[src/rtl/bpfw_pkg.sv]
package bpfw_pkg;

    localparam int STATUS_W = 11;

    localparam logic [7:0] OPC_COMMIT   = 8'h10;
    localparam logic [7:0] OPC_DOWNLOAD = 8'h11;

    localparam logic [STATUS_W-1:0] ST_SUCCESS     = 11'h000;
    localparam logic [STATUS_W-1:0] ST_INV_OPCODE  = 11'h001;
    localparam logic [STATUS_W-1:0] ST_INV_FIELD   = 11'h002;
    localparam logic [STATUS_W-1:0] ST_INV_SLOT    = 11'h106;
    localparam logic [STATUS_W-1:0] ST_ACT_PROHIB  = 11'h113;
    localparam logic [STATUS_W-1:0] ST_WRITE_FAULT = 11'h280;

    localparam logic [2:0] ACT_REPLACE_PART  = 3'd6;
    localparam logic [2:0] ACT_ACTIVATE_PART = 3'd7;

    typedef enum logic [1:0] {
        K_DOWNLOAD,
        K_COMMIT,
        K_OTHER
    } cmd_kind_e;

    typedef enum logic [1:0] {
        CV_BAD_SLOT,
        CV_PROHIBITED,
        CV_ACTIVATE,
        CV_REPLACE
    } commit_verdict_e;

    typedef struct packed {
        logic [2:0]  slot;
        logic [2:0]  action;
        logic        part_id;
        logic [31:0] dw_count;
        logic [31:0] dw_offset;
    } cmd_fields_t;

endpackage

[src/rtl/bpfw_decode.sv]
module bpfw_decode
    import bpfw_pkg::*;
(
    input  logic [7:0]  opcode,
    input  logic [31:0] dw10,
    input  logic [31:0] dw11,
    output cmd_kind_e   kind,
    output cmd_fields_t fields
);
    always_comb begin
        unique case (opcode)
            OPC_DOWNLOAD: kind = K_DOWNLOAD;
            OPC_COMMIT:   kind = K_COMMIT;
            default:      kind = K_OTHER;
        endcase
        fields.slot      = dw10[2:0];
        fields.action    = dw10[5:3];
        fields.part_id   = dw10[31];
        fields.dw_count  = dw10;
        fields.dw_offset = dw11;
    end
endmodule

[src/rtl/bpfw_dl_check.sv]
module bpfw_dl_check #(
    parameter int PART_BYTES = 131072,
    parameter int ADDR_W     = $clog2(PART_BYTES) + 1
) (
    input  logic [31:0]       dw_count,
    input  logic [31:0]       dw_offset,
    output logic              fits,
    output logic [ADDR_W-1:0] byte_ofs,
    output logic [ADDR_W-1:0] byte_len
);
    localparam int SUM_W = 36;
    localparam logic [SUM_W-1:0] LIMIT = SUM_W'(PART_BYTES);

    logic [SUM_W-1:0] len_b;
    logic [SUM_W-1:0] ofs_b;
    logic [SUM_W-1:0] end_b;

    always_comb begin
        len_b    = ({4'b0, dw_count} + SUM_W'(1)) << 2;
        ofs_b    = {2'b0, dw_offset, 2'b00};
        end_b    = len_b + ofs_b;
        fits     = (end_b <= LIMIT);
        byte_ofs = ofs_b[ADDR_W-1:0];
        byte_len = len_b[ADDR_W-1:0];
    end
endmodule

[src/rtl/bpfw_commit_eval.sv]
module bpfw_commit_eval
    import bpfw_pkg::*;
(
    input  logic [2:0]      slot,
    input  logic [2:0]      action,
    output commit_verdict_e verdict
);
    always_comb begin
        if (slot != 3'd0 || action == 3'd0)
            verdict = CV_BAD_SLOT;
        else if (action < ACT_REPLACE_PART)
            verdict = CV_PROHIBITED;
        else if (action == ACT_ACTIVATE_PART)
            verdict = CV_ACTIVATE;
        else
            verdict = CV_REPLACE;
    end
endmodule

[src/rtl/bpfw_cmd_unit.sv]
module bpfw_cmd_unit
    import bpfw_pkg::*;
#(
    parameter int PART_BYTES = 131072,
    parameter int ADDR_W     = $clog2(PART_BYTES) + 1
) (
    input  logic                clk,
    input  logic                rst_n,
    input  logic                cmd_valid,
    output logic                cmd_ready,
    input  logic [7:0]          cmd_opcode,
    input  logic [31:0]         cmd_dw10,
    input  logic [31:0]         cmd_dw11,
    output logic                stage_wr_valid,
    output logic [ADDR_W-1:0]   stage_wr_offset,
    output logic [ADDR_W-1:0]   stage_wr_len,
    output logic                copy_req,
    output logic [ADDR_W-1:0]   copy_offset,
    input  logic                copy_done,
    input  logic                copy_err,
    output logic                active_part,
    output logic                cpl_valid,
    output logic [STATUS_W-1:0] cpl_status,
    output logic                cpl_dnr
);
    localparam logic [ADDR_W-1:0] PART1_BASE = ADDR_W'(PART_BYTES);

    typedef struct packed {
        logic                pending;
        logic [ADDR_W-1:0]   copy_ofs;
        logic                active;
        logic                cpl_valid;
        logic [STATUS_W-1:0] status;
        logic                dnr;
        logic                stage_valid;
        logic [ADDR_W-1:0]   stage_ofs;
        logic [ADDR_W-1:0]   stage_len;
    } state_t;

    state_t st_d, st_q;

    cmd_kind_e       kind;
    cmd_fields_t     fields;
    commit_verdict_e verdict;
    logic            dl_fits;
    logic [ADDR_W-1:0] dl_ofs, dl_len;

    bpfw_decode u_decode (
        .opcode (cmd_opcode),
        .dw10   (cmd_dw10),
        .dw11   (cmd_dw11),
        .kind   (kind),
        .fields (fields)
    );

    bpfw_dl_check #(.PART_BYTES(PART_BYTES), .ADDR_W(ADDR_W)) u_dl_check (
        .dw_count  (fields.dw_count),
        .dw_offset (fields.dw_offset),
        .fits      (dl_fits),
        .byte_ofs  (dl_ofs),
        .byte_len  (dl_len)
    );

    bpfw_commit_eval u_commit_eval (
        .slot    (fields.slot),
        .action  (fields.action),
        .verdict (verdict)
    );

    always_comb begin
        st_d             = st_q;
        st_d.cpl_valid   = 1'b0;
        st_d.stage_valid = 1'b0;
        if (st_q.pending) begin
            if (copy_done || copy_err) begin
                st_d.pending   = 1'b0;
                st_d.cpl_valid = 1'b1;
                st_d.status    = copy_err ? ST_WRITE_FAULT : ST_SUCCESS;
                st_d.dnr       = 1'b0;
            end
        end else if (cmd_valid) begin
            st_d.cpl_valid = 1'b1;
            st_d.dnr       = 1'b1;
            unique case (kind)
                K_DOWNLOAD: begin
                    if (dl_fits) begin
                        st_d.status      = ST_SUCCESS;
                        st_d.dnr         = 1'b0;
                        st_d.stage_valid = 1'b1;
                        st_d.stage_ofs   = dl_ofs;
                        st_d.stage_len   = dl_len;
                    end else begin
                        st_d.status = ST_INV_FIELD;
                    end
                end
                K_COMMIT: begin
                    unique case (verdict)
                        CV_BAD_SLOT:   st_d.status = ST_INV_SLOT;
                        CV_PROHIBITED: st_d.status = ST_ACT_PROHIB;
                        CV_ACTIVATE: begin
                            st_d.status = ST_SUCCESS;
                            st_d.dnr    = 1'b0;
                            st_d.active = fields.part_id;
                        end
                        CV_REPLACE: begin
                            st_d.cpl_valid = 1'b0;
                            st_d.dnr       = 1'b0;
                            st_d.pending   = 1'b1;
                            st_d.copy_ofs  = fields.part_id ? PART1_BASE : '0;
                        end
                        default: st_d.status = ST_INV_SLOT;
                    endcase
                end
                default: st_d.status = ST_INV_OPCODE;
            endcase
        end
    end

    always_ff @(posedge clk or negedge rst_n) begin
        if (!rst_n) st_q <= '0;
        else        st_q <= st_d;
    end

    assign cmd_ready       = !st_q.pending;
    assign copy_req        = st_q.pending;
    assign copy_offset     = st_q.copy_ofs;
    assign active_part     = st_q.active;
    assign cpl_valid       = st_q.cpl_valid;
    assign cpl_status      = st_q.status;
    assign cpl_dnr         = st_q.dnr;
    assign stage_wr_valid  = st_q.stage_valid;
    assign stage_wr_offset = st_q.stage_ofs;
    assign stage_wr_len    = st_q.stage_len;

    AST_REJECT_HAS_DNR: assert property (@(posedge clk) disable iff (!rst_n)
        cpl_valid && (cpl_status == ST_INV_SLOT || cpl_status == ST_ACT_PROHIB ||
                      cpl_status == ST_INV_FIELD || cpl_status == ST_INV_OPCODE) |-> cpl_dnr);
    AST_COPY_BLOCKS_CMD: assert property (@(posedge clk) disable iff (!rst_n)
        copy_req |-> !cmd_ready);
    AST_COPY_HELD: assert property (@(posedge clk) disable iff (!rst_n)
        copy_req && !copy_done && !copy_err |=> copy_req);
    AST_COPY_OFS_STABLE: assert property (@(posedge clk) disable iff (!rst_n)
        copy_req && $past(copy_req) |-> $stable(copy_offset));
    AST_COPY_ENDS_IN_CPL: assert property (@(posedge clk) disable iff (!rst_n)
        copy_req && (copy_done || copy_err) |=> cpl_valid && !copy_req);
    AST_STAGE_IN_RANGE: assert property (@(posedge clk) disable iff (!rst_n)
        stage_wr_valid |-> ({1'b0, stage_wr_offset} + {1'b0, stage_wr_len}) <= (ADDR_W+1)'(PART_BYTES));
    AST_STAGE_WITH_SUCCESS: assert property (@(posedge clk) disable iff (!rst_n)
        stage_wr_valid |-> cpl_valid && cpl_status == ST_SUCCESS);
    AST_ACTIVE_ONLY_ON_SUCCESS: assert property (@(posedge clk) disable iff (!rst_n)
        active_part != $past(active_part) |-> cpl_valid && cpl_status == ST_SUCCESS);
endmodule

[config.mk]
export PLATFORM = sky130hd
export DESIGN_NAME = bpfw_cmd_unit
export DESIGN_NICKNAME = d
export VERILOG_FILES = /design/src/rtl/bpfw_pkg.sv /design/src/rtl/bpfw_decode.sv /design/src/rtl/bpfw_dl_check.sv /design/src/rtl/bpfw_commit_eval.sv /design/src/rtl/bpfw_cmd_unit.sv
export SDC_FILE = /design/constraint.sdc
export NUM_CORES = 1
export LEC_CHECK = 0
export BUFFER_PORTS_ARGS = -buffer_cell sky130_fd_sc_hd__clkbuf_2
export CAP_MARGIN = 10
export CORE_MARGIN = 5
export CORE_UTILIZATION = 49
export CTS_CLUSTER_DIAMETER = 50
export DETAILED_ROUTE_END_ITERATION = 6
export PLACE_DENSITY = 0.77
export SLEW_MARGIN = 20
export SYNTH_ARGS = -nofsm -noshare
export SYNTH_HDL_FRONTEND = slang
export SYNTH_SLANG_ARGS = --single-unit
[constraint.sdc]
create_clock -name clk -period 1.9 [get_ports clk]
set_clock_uncertainty 0.1 [all_clocks]
set_input_delay 0.19 -clock clk [delete_from_list [all_inputs] [get_ports clk]]
set_output_delay 0.19 -clock clk [all_outputs]
set_load 0.05 [all_outputs]
==> results of run 1 <==
-- power groups by stage --
stage | registers (mW) | clock network, mW | logic, mW
2_1_floorplan | 0.969 | 0 | 0.943
3_3_place_gp | 0.958 | 0 | 1.80
3_5_place_dp | 0.959 | 0 | 1.83
4_1_cts | 0.940 | 0.707 | 1.95
5_1_grt | 0.941 | 0.759 | 2.34
6_report | 0.941 | 0.729 | 2.23
-- what timing repair did --
action | in CTS | in global routing
setup endpoints to repair | 40 | 40
cloned | 3 | 0
pin swaps | 26 | 36
hold endpoints to repair | 45 | 0
hold buffers | 2 | 0
gates resized for setup | 81 | 69
buffers inserted | 10 | 18
-- kinds of logic (layout without fill, tap and decap cells) --
kind of cell | after synthesis | count (layout)
other | 1 | 26
and+or+nand+nor | 223 | 223
xor gates and xnor gates | 41 | 41
AOI/OAI and AO/OA | 159 | 159
DFF | 44 | 44
buffers and inverters | 66 | 420
adders and majority gates | 45 | 45
muxes | 39 | 39
-- sequential cells by signal, summed over array words and instances (netlist names) --
signal	count
active_part	1
stage_wr_offset	16
copy_offset	1
copy_req	1
cpl_status	6
cpl_dnr	1
stage_wr_valid	1
cpl_valid	1
stage_wr_len	16
-- through the flow --
stage	power (mW)	TNS (ns)	util	cells	cell area [µm²]
2_1_floorplan	1.91	-74.43	-	642	5440
3_3_place_gp	2.76	-95.95	0.743	1097	7710
3_5_place_dp	2.79	-97.14	0.743	1097	7710
4_1_cts	3.60	-77.39	0.810	1118	8400
5_1_grt	4.04	-91.37	0.848	1132	8800
6_report	3.90	-85.92	0.848	1133	8800
-- layout make-up --
cell class	count	area, µm²
multi-input cells	532	4550
repair buffers	396	2800
fillers	561	1570
flip-flops and latches	44	1100
well taps	136	170
inverters	18	70.1
clock buffers	5	68.8
clock inverters	1	30.0
diodes	1	2.50
-- synthesized netlist by cell type, types with 3 or more instances --
cell       number
a211o_1         3
a211oi_1        8
a21boi_0        5
a21o_1         10
a21oi_1        42
a31oi_1         6
and2_1          8
and3_1         16
and4_1          4
buf_12          3
buf_4          26
clkbuf_1       13
dfrtp_1        44
ha_1           44
inv_1          18
mux2_2          5
mux2_4         29
mux2i_1         5
nand2_1        56
nand2b_1        6
nand3_1        27
nand4_1        22
nor2_1         37
nor3_1         15
nor4_1          6
nor4b_1         6
o2111ai_1       4
o211ai_1        8
o21a_1          3
o21ai_0        31
o22ai_1         3
o31ai_1         6
or3_1           6
xnor2_1        27
xor2_1         14
-- worst max-delay path: cells and delay by family --
kind	cells	cell delay, ns
muxes	1	0.32
adders and majority gates	1	0.32
AOI/OAI and AO/OA	3	0.64
and+or+nand+nor	8	1.48
buffers and inverters	8	1.28
xor gates and xnor gates	1	0.20
-- how the worst max path moves through the flow --
stage                 from            endpoint  slack, ns  cells past startpoint
6_report       cmd_dw10[4]     stage_wr_len[6]      -2.47                     22
5_1_grt        cmd_dw10[4]    stage_wr_len[15]      -2.63                     21
4_1_cts        cmd_dw10[5]  stage_wr_offset[7]      -2.23                     19
3_5_place_dp   cmd_dw10[1]       cpl_status[1]      -2.73                     19
3_3_place_gp   cmd_dw10[1]       cpl_status[1]      -2.74                     19
2_1_floorplan  cmd_dw10[0]     stage_wr_len[2]      -2.17                     17
-- per-layer routing --
layer | track usage | share of wire | vias to the layer above
met5 | 0 | 0 | -
met4 | 0.128 | 0.050 | 0
met3 | 0.0684 | 0.11 | 139
met2 | 0.575 | 0.46 | 599
met1 | 0.458 | 0.38 | 3375
li1 | - | - | 3010
==> key figures, run 1 <==
Worst setup path
  – Worst path required time: 2.00 ns
  – Startpoint Class: input pin
  – Crit path top cell by count: buf_6
  – R2r endpoint: stage_wr_len[6]
  – Crit end category: register
  – R2R depth: 6
  – FF-to-FF Start: copy_req
  – Worst-path cell chain: clkbuf_2 -> nand4_1 -> buf_6 -> buf_4 -> nor3_4 -> buf_6 -> nand2_1 -> xnor2_2 -> ha_4 -> buf_4 -> nand2_1 -> o21ai_0 -> buf_4 -> a22oi_1 -> and3_1 -> buf_6 -> o211ai_1 -> nand3_1 -> nor4_4 -> nand4bb_4 -> buf_6 -> mux2_4
  – Crit Path Class: in -> reg
  – Worst EP arrival: 4.46 ns
  – Critical Path Max Stage Delay: 0.36 ns
  – Crit path max fanout: 9
  – R2r setup slk: -0.30 ns
  – Worst path slowest cell: nor4_4

Logic synthesis
  – Post-synth top area share: 0.210
  – Largest family of logic cells by synthesized area: simple AND/OR/NAND/NOR gates
  – Primary FF master, synth: dfrtp_1
  – Synth Area in Compound Gates: 0.205
  – Syn. warnings: 0
  – Mapped cell area: 5240 µm²
  – Post-synthesis async set-or-reset flop share: 1.00
  – Synth Area in Adders: 0.109
  – Gate Count Post-Synth: 618
  – Seq/Total Area, Yosys: 0.210
  – Post-Synth XOR/XNOR Area: 0.0685
  – Average size of a mapped cell: 8.48 µm²
  – Post-synth EDFFs: 0
  – Synth Register Bits: 44
  – Synth area leader: dfrtp_1
  – Top post-synthesis cells by area: dfrtp_1, ha_1, mux2_4
  – Synth Area in Simple Gates: 0.221
  – Mux cell area share after synthesis: 0.103
  – Synth cell types: 73

Detailed routing
  – Starting DRT DRC Count: 984
  – Vias per cell: 6.29
  – Final wirelength: 26800 µm
  – Antenna-violating nets left: 0
  – DRC: 0
  – Avg WL per Cell: 23.6 µm
  – Pre-antenna DRT Iters: 6
  – Vias: 7123

Power and ir drop
  – Seq pwr share: 0.241
  – VDD IR max: 425 µV
  – Switching part of the total: 0.397
  – Leakage: 4.43 nW
  – Power Internal: 2.35 mW
  – Sw Pwr: 1.55 mW
  – Clk pwr share: 0.187
  – PD cells: 443 nW/µm²
  – Combinational share of power: 0.572

Clock tree
  – Worst-Skew Late Latency: 0.31 ns
  – Clk slew on worst S/H paths: 0.09 ns
  – CTS Root Cell: clkbuf_8
  – CTS Buf Count: 5
  – Clock sink total: 44
  – Clock Tree Buf Depth: 2
  – CTS tree: built
  – CTS H-Tree Depth: 2

Finish
  – Final-stage net count: 1119
  – Area grow syn2layout: 67.9%
  – Most frequent cells in the layout: buf_4, clkbuf_2, nand2_1
  – Commonest non-fill, non-tap cell in the layout: buf_4
  – Layout cell share with drive strength beyond 1: 0.555

Floorplanning
  – IO Count: 148
  – Chip Width: 113 µm
  – # rows: 37
  – Starting Density: 0.505
  – Die Height: 113 µm
  – Area of the core: 10400 µm²
  – Die area: 12900 µm²

Min path
  – Hold EP: stage_wr_offset[7]
  – Worst Hold Class: in -> reg
  – Hold Crit Start: cmd_dw11[5]
  – Hold depth: 2

Timing
  – Final worst setup slack: -2.47 ns
  – # setup viols final: 42
  – Minimum clock period: 4.37 ns
  – WHS: 0.0286 ns
  – RSZ-0062 raised after global routing: yes
  – Final period utilization: 2.30
  – Slew @ Worst Pin: 0.991 ns
  – Slew HR: 0.335
  – Count of final hold-check violations: 0
  – Final slew viol count: 0
  – Fmax: 0.229 GHz

Global route
  – Initial antenna violation count: 0
  – Number of global-route vias before repair: 6732
  – GR Util All Layers: 0.350
  – First-pass GRT wire length: 35900 µm
  – Pin count of the biggest net entering global routing: 45
  – GRT overflow: 0

Placed design
  – Detail Placement HPWL: 16400 µm
  – PortBufs: 122
  – DP Worst Slack: -2.73 ns
  – Final GP Congestion: 1.03

Run status
  – Status: finished with violations
  – Violated checks: setup timing

Flow run
  – Maxcap violations: 0
Power figures use the tool's default switching activity.
==> inputs of run 2 (changes only) <==
--- a/config.mk
+++ b/config.mk
@@ -14,2 +14,3 @@
 export PLACE_DENSITY = 0.77
+export SKIP_CTS_REPAIR_TIMING = 1
 export SLEW_MARGIN = 20
--- a/constraint.sdc
+++ b/constraint.sdc
@@ -4,2 +4,2 @@
 set_output_delay 0.19 -clock clk [all_outputs]
-set_load 0.05 [all_outputs]
+set_load 0.01 [all_outputs]
==> run 2 against run 1 <==
The run still ends with setup timing left. Routed wire length decreased by 8.0%. Power fell by 1.8%. Clock-buffer cell count did not move. Largest cell class unchanged.
==> key figures, run 2 (synthesized netlist as in run 1, its figures left out) <==
Run status
  – Status: finished with violations
  – Violated checks: setup timing

Timing
  – WHS: 0.0141 ns
  – Count of final hold-check violations: 0
  – Final worst setup slack: -2.53 ns
  – Fmax: 0.226 GHz
  – Setup Total Neg Slack: -87.33 ns
  – # setup viols final: 41
  – Slew @ Worst Pin: 0.833 ns
  – Slew HR: 0.441
  – Final slew viol count: 0
  – Minimum clock period: 4.43 ns
  – RSZ-0062 raised after global routing: yes
  – Final period utilization: 2.33

Worst setup path
  – Crit path top cell by count: buf_6
  – Crit Path Class: in -> reg
  – Worst EP arrival: 4.53 ns
  – Critical Path Max Stage Delay: 0.35 ns
  – Crit path max fanout: 8
  – Worst path slowest cell: nor4_4
  – R2r setup slk: -0.13 ns
  – Worst path required time: 2.00 ns
  – Crit end category: register
  – FF-to-FF Start: copy_req
  – Worst-path cell chain: buf_6 -> nand4_1 -> buf_6 -> nor3_4 -> and3_4 -> and3_4 -> and3_4 -> buf_6 -> nand3_2 -> xnor2_2 -> ha_2 -> buf_6 -> a31oi_1 -> a21boi_2 -> buf_4 -> a211oi_2 -> a21oi_1 -> nand4_1 -> nor4_4 -> nand4bb_4 -> clkbuf_16 -> mux2_4
  – Critical Path Start: cmd_dw10[6]
  – Startpoint Class: input pin

Floorplanning
  – Area of the core: 10400 µm²
  – Starting Density: 0.505
  – IO Count: 148
  – Die area: 12900 µm²
  – # rows: 37
  – Chip Width: 113 µm
  – Die Height: 113 µm

Global route
  – Number of global-route vias before repair: 6293
  – First-pass GRT wire length: 31100 µm
  – GR Util All Layers: 0.297
  – GRT overflow: 0
  – Pin count of the biggest net entering global routing: 45
  – Initial antenna violation count: 0

Detailed routing
  – Vias per cell: 6.17
  – Final wirelength: 24700 µm
  – Antenna-violating nets left: 0
  – DRC: 0
  – Vias: 6967
  – Avg WL per Cell: 21.8 µm
  – Pre-antenna DRT Iters: 6
  – Starting DRT DRC Count: 919

Power and ir drop
  – Overall Power: 3.83 mW
  – Leakage: 4.43 nW
  – PD cells: 437 nW/µm²
  – VDD IR max: 620 µV

Placed design
  – # placed instances: 1100
  – Detail Placement HPWL: 16500 µm
  – Final GP Congestion: 0.980
  – PortBufs: 122

Clock tree
  – CTS Buf Count: 5
  – Clock sink total: 44
  – Clock Tree Buf Depth: 2
  – Worst-Skew Late Latency: 0.32 ns
  – CTS Root Cell: clkbuf_8
  – CTS H-Tree Depth: 2
  – CTS tree: built
  – Clk slew on worst S/H paths: 0.10 ns

Finish
  – Post-layout util: 0.845
  – Area grow syn2layout: 67.3%
  – Layout cell share with drive strength beyond 1: 0.549
  – Final std cells w/o fill: 1130
  – Commonest non-fill, non-tap cell in the layout: buf_4
  – # diodes: 0
  – Most frequent cells in the layout: buf_4, clkbuf_2, nand2_1
  – Final-stage net count: 1115

Min path
  – Worst Hold Class: in -> reg
  – Hold Crit Start: cmd_dw11[6]

Flow run
  – Maxcap violations: 0
## run 2: through the flow
step	worst slack [ns]	area, µm²
after floorplan	-2.17	5440
after CTS	-2.55	7850
after global routing	-2.61	8770
after global placement	-2.72	7730
after detailed placement	-2.83	7730
final	-2.53	8770
## run 2: worst paths after layout
kind | cells past startpoint | to
max | 22 | stage_wr_len[13]
min | 2 | stage_wr_offset[8]
max reg2reg | 6 | stage_wr_len[13]
min reg2reg | 1 | stage_wr_offset[13]
max in group asynchronous | 3 | stage_wr_len[15]
min in group asynchronous | 3 | stage_wr_offset[10]
## run 2: layout make-up
| cell class | instances | area (µm²) |
|---|---|---|
| clock buffers | 5 | 68.8 |
| clock inverters | 3 | 46.3 |
| fillers | 589 | 1600 |
| inverters | 18 | 70.1 |
| multi-input cells | 532 | 4540 |
| flip-flops and latches | 44 | 1100 |
| well taps | 136 | 170 |
| repair buffers | 392 | 2770 |
## run 2: worst max-delay path: cells and delay by family
kind                     cells  cell delay [ns]
AND/OR/NAND/NOR              9             1.98
buffers and inverters        6             0.90
AO/OA/AOI/OAI                4             0.70
multiplexers                 1             0.31
adder cells (fa/ha/maj)      1             0.30
XOR/XNOR                     1             0.17
## run 2: where the power goes
part	leakage (nW)	switching [mW]	total, mW	internal, mW
clock network	0.0548	0.378	0.775	0.396
logic	3.77	1.07	2.12	1.04
registers	0.604	0.00164	0.940	0.939
total	4.43	1.45	3.83	2.38
## run 2: routing by layer
layer  vias up  global-route usage  part of all wire
li1       3011                   -                 -
met1      3272               0.399              0.38
met2       553               0.495              0.46
met3       131              0.0377             0.098
met4         0               0.101             0.057
met5         -                   0                 0
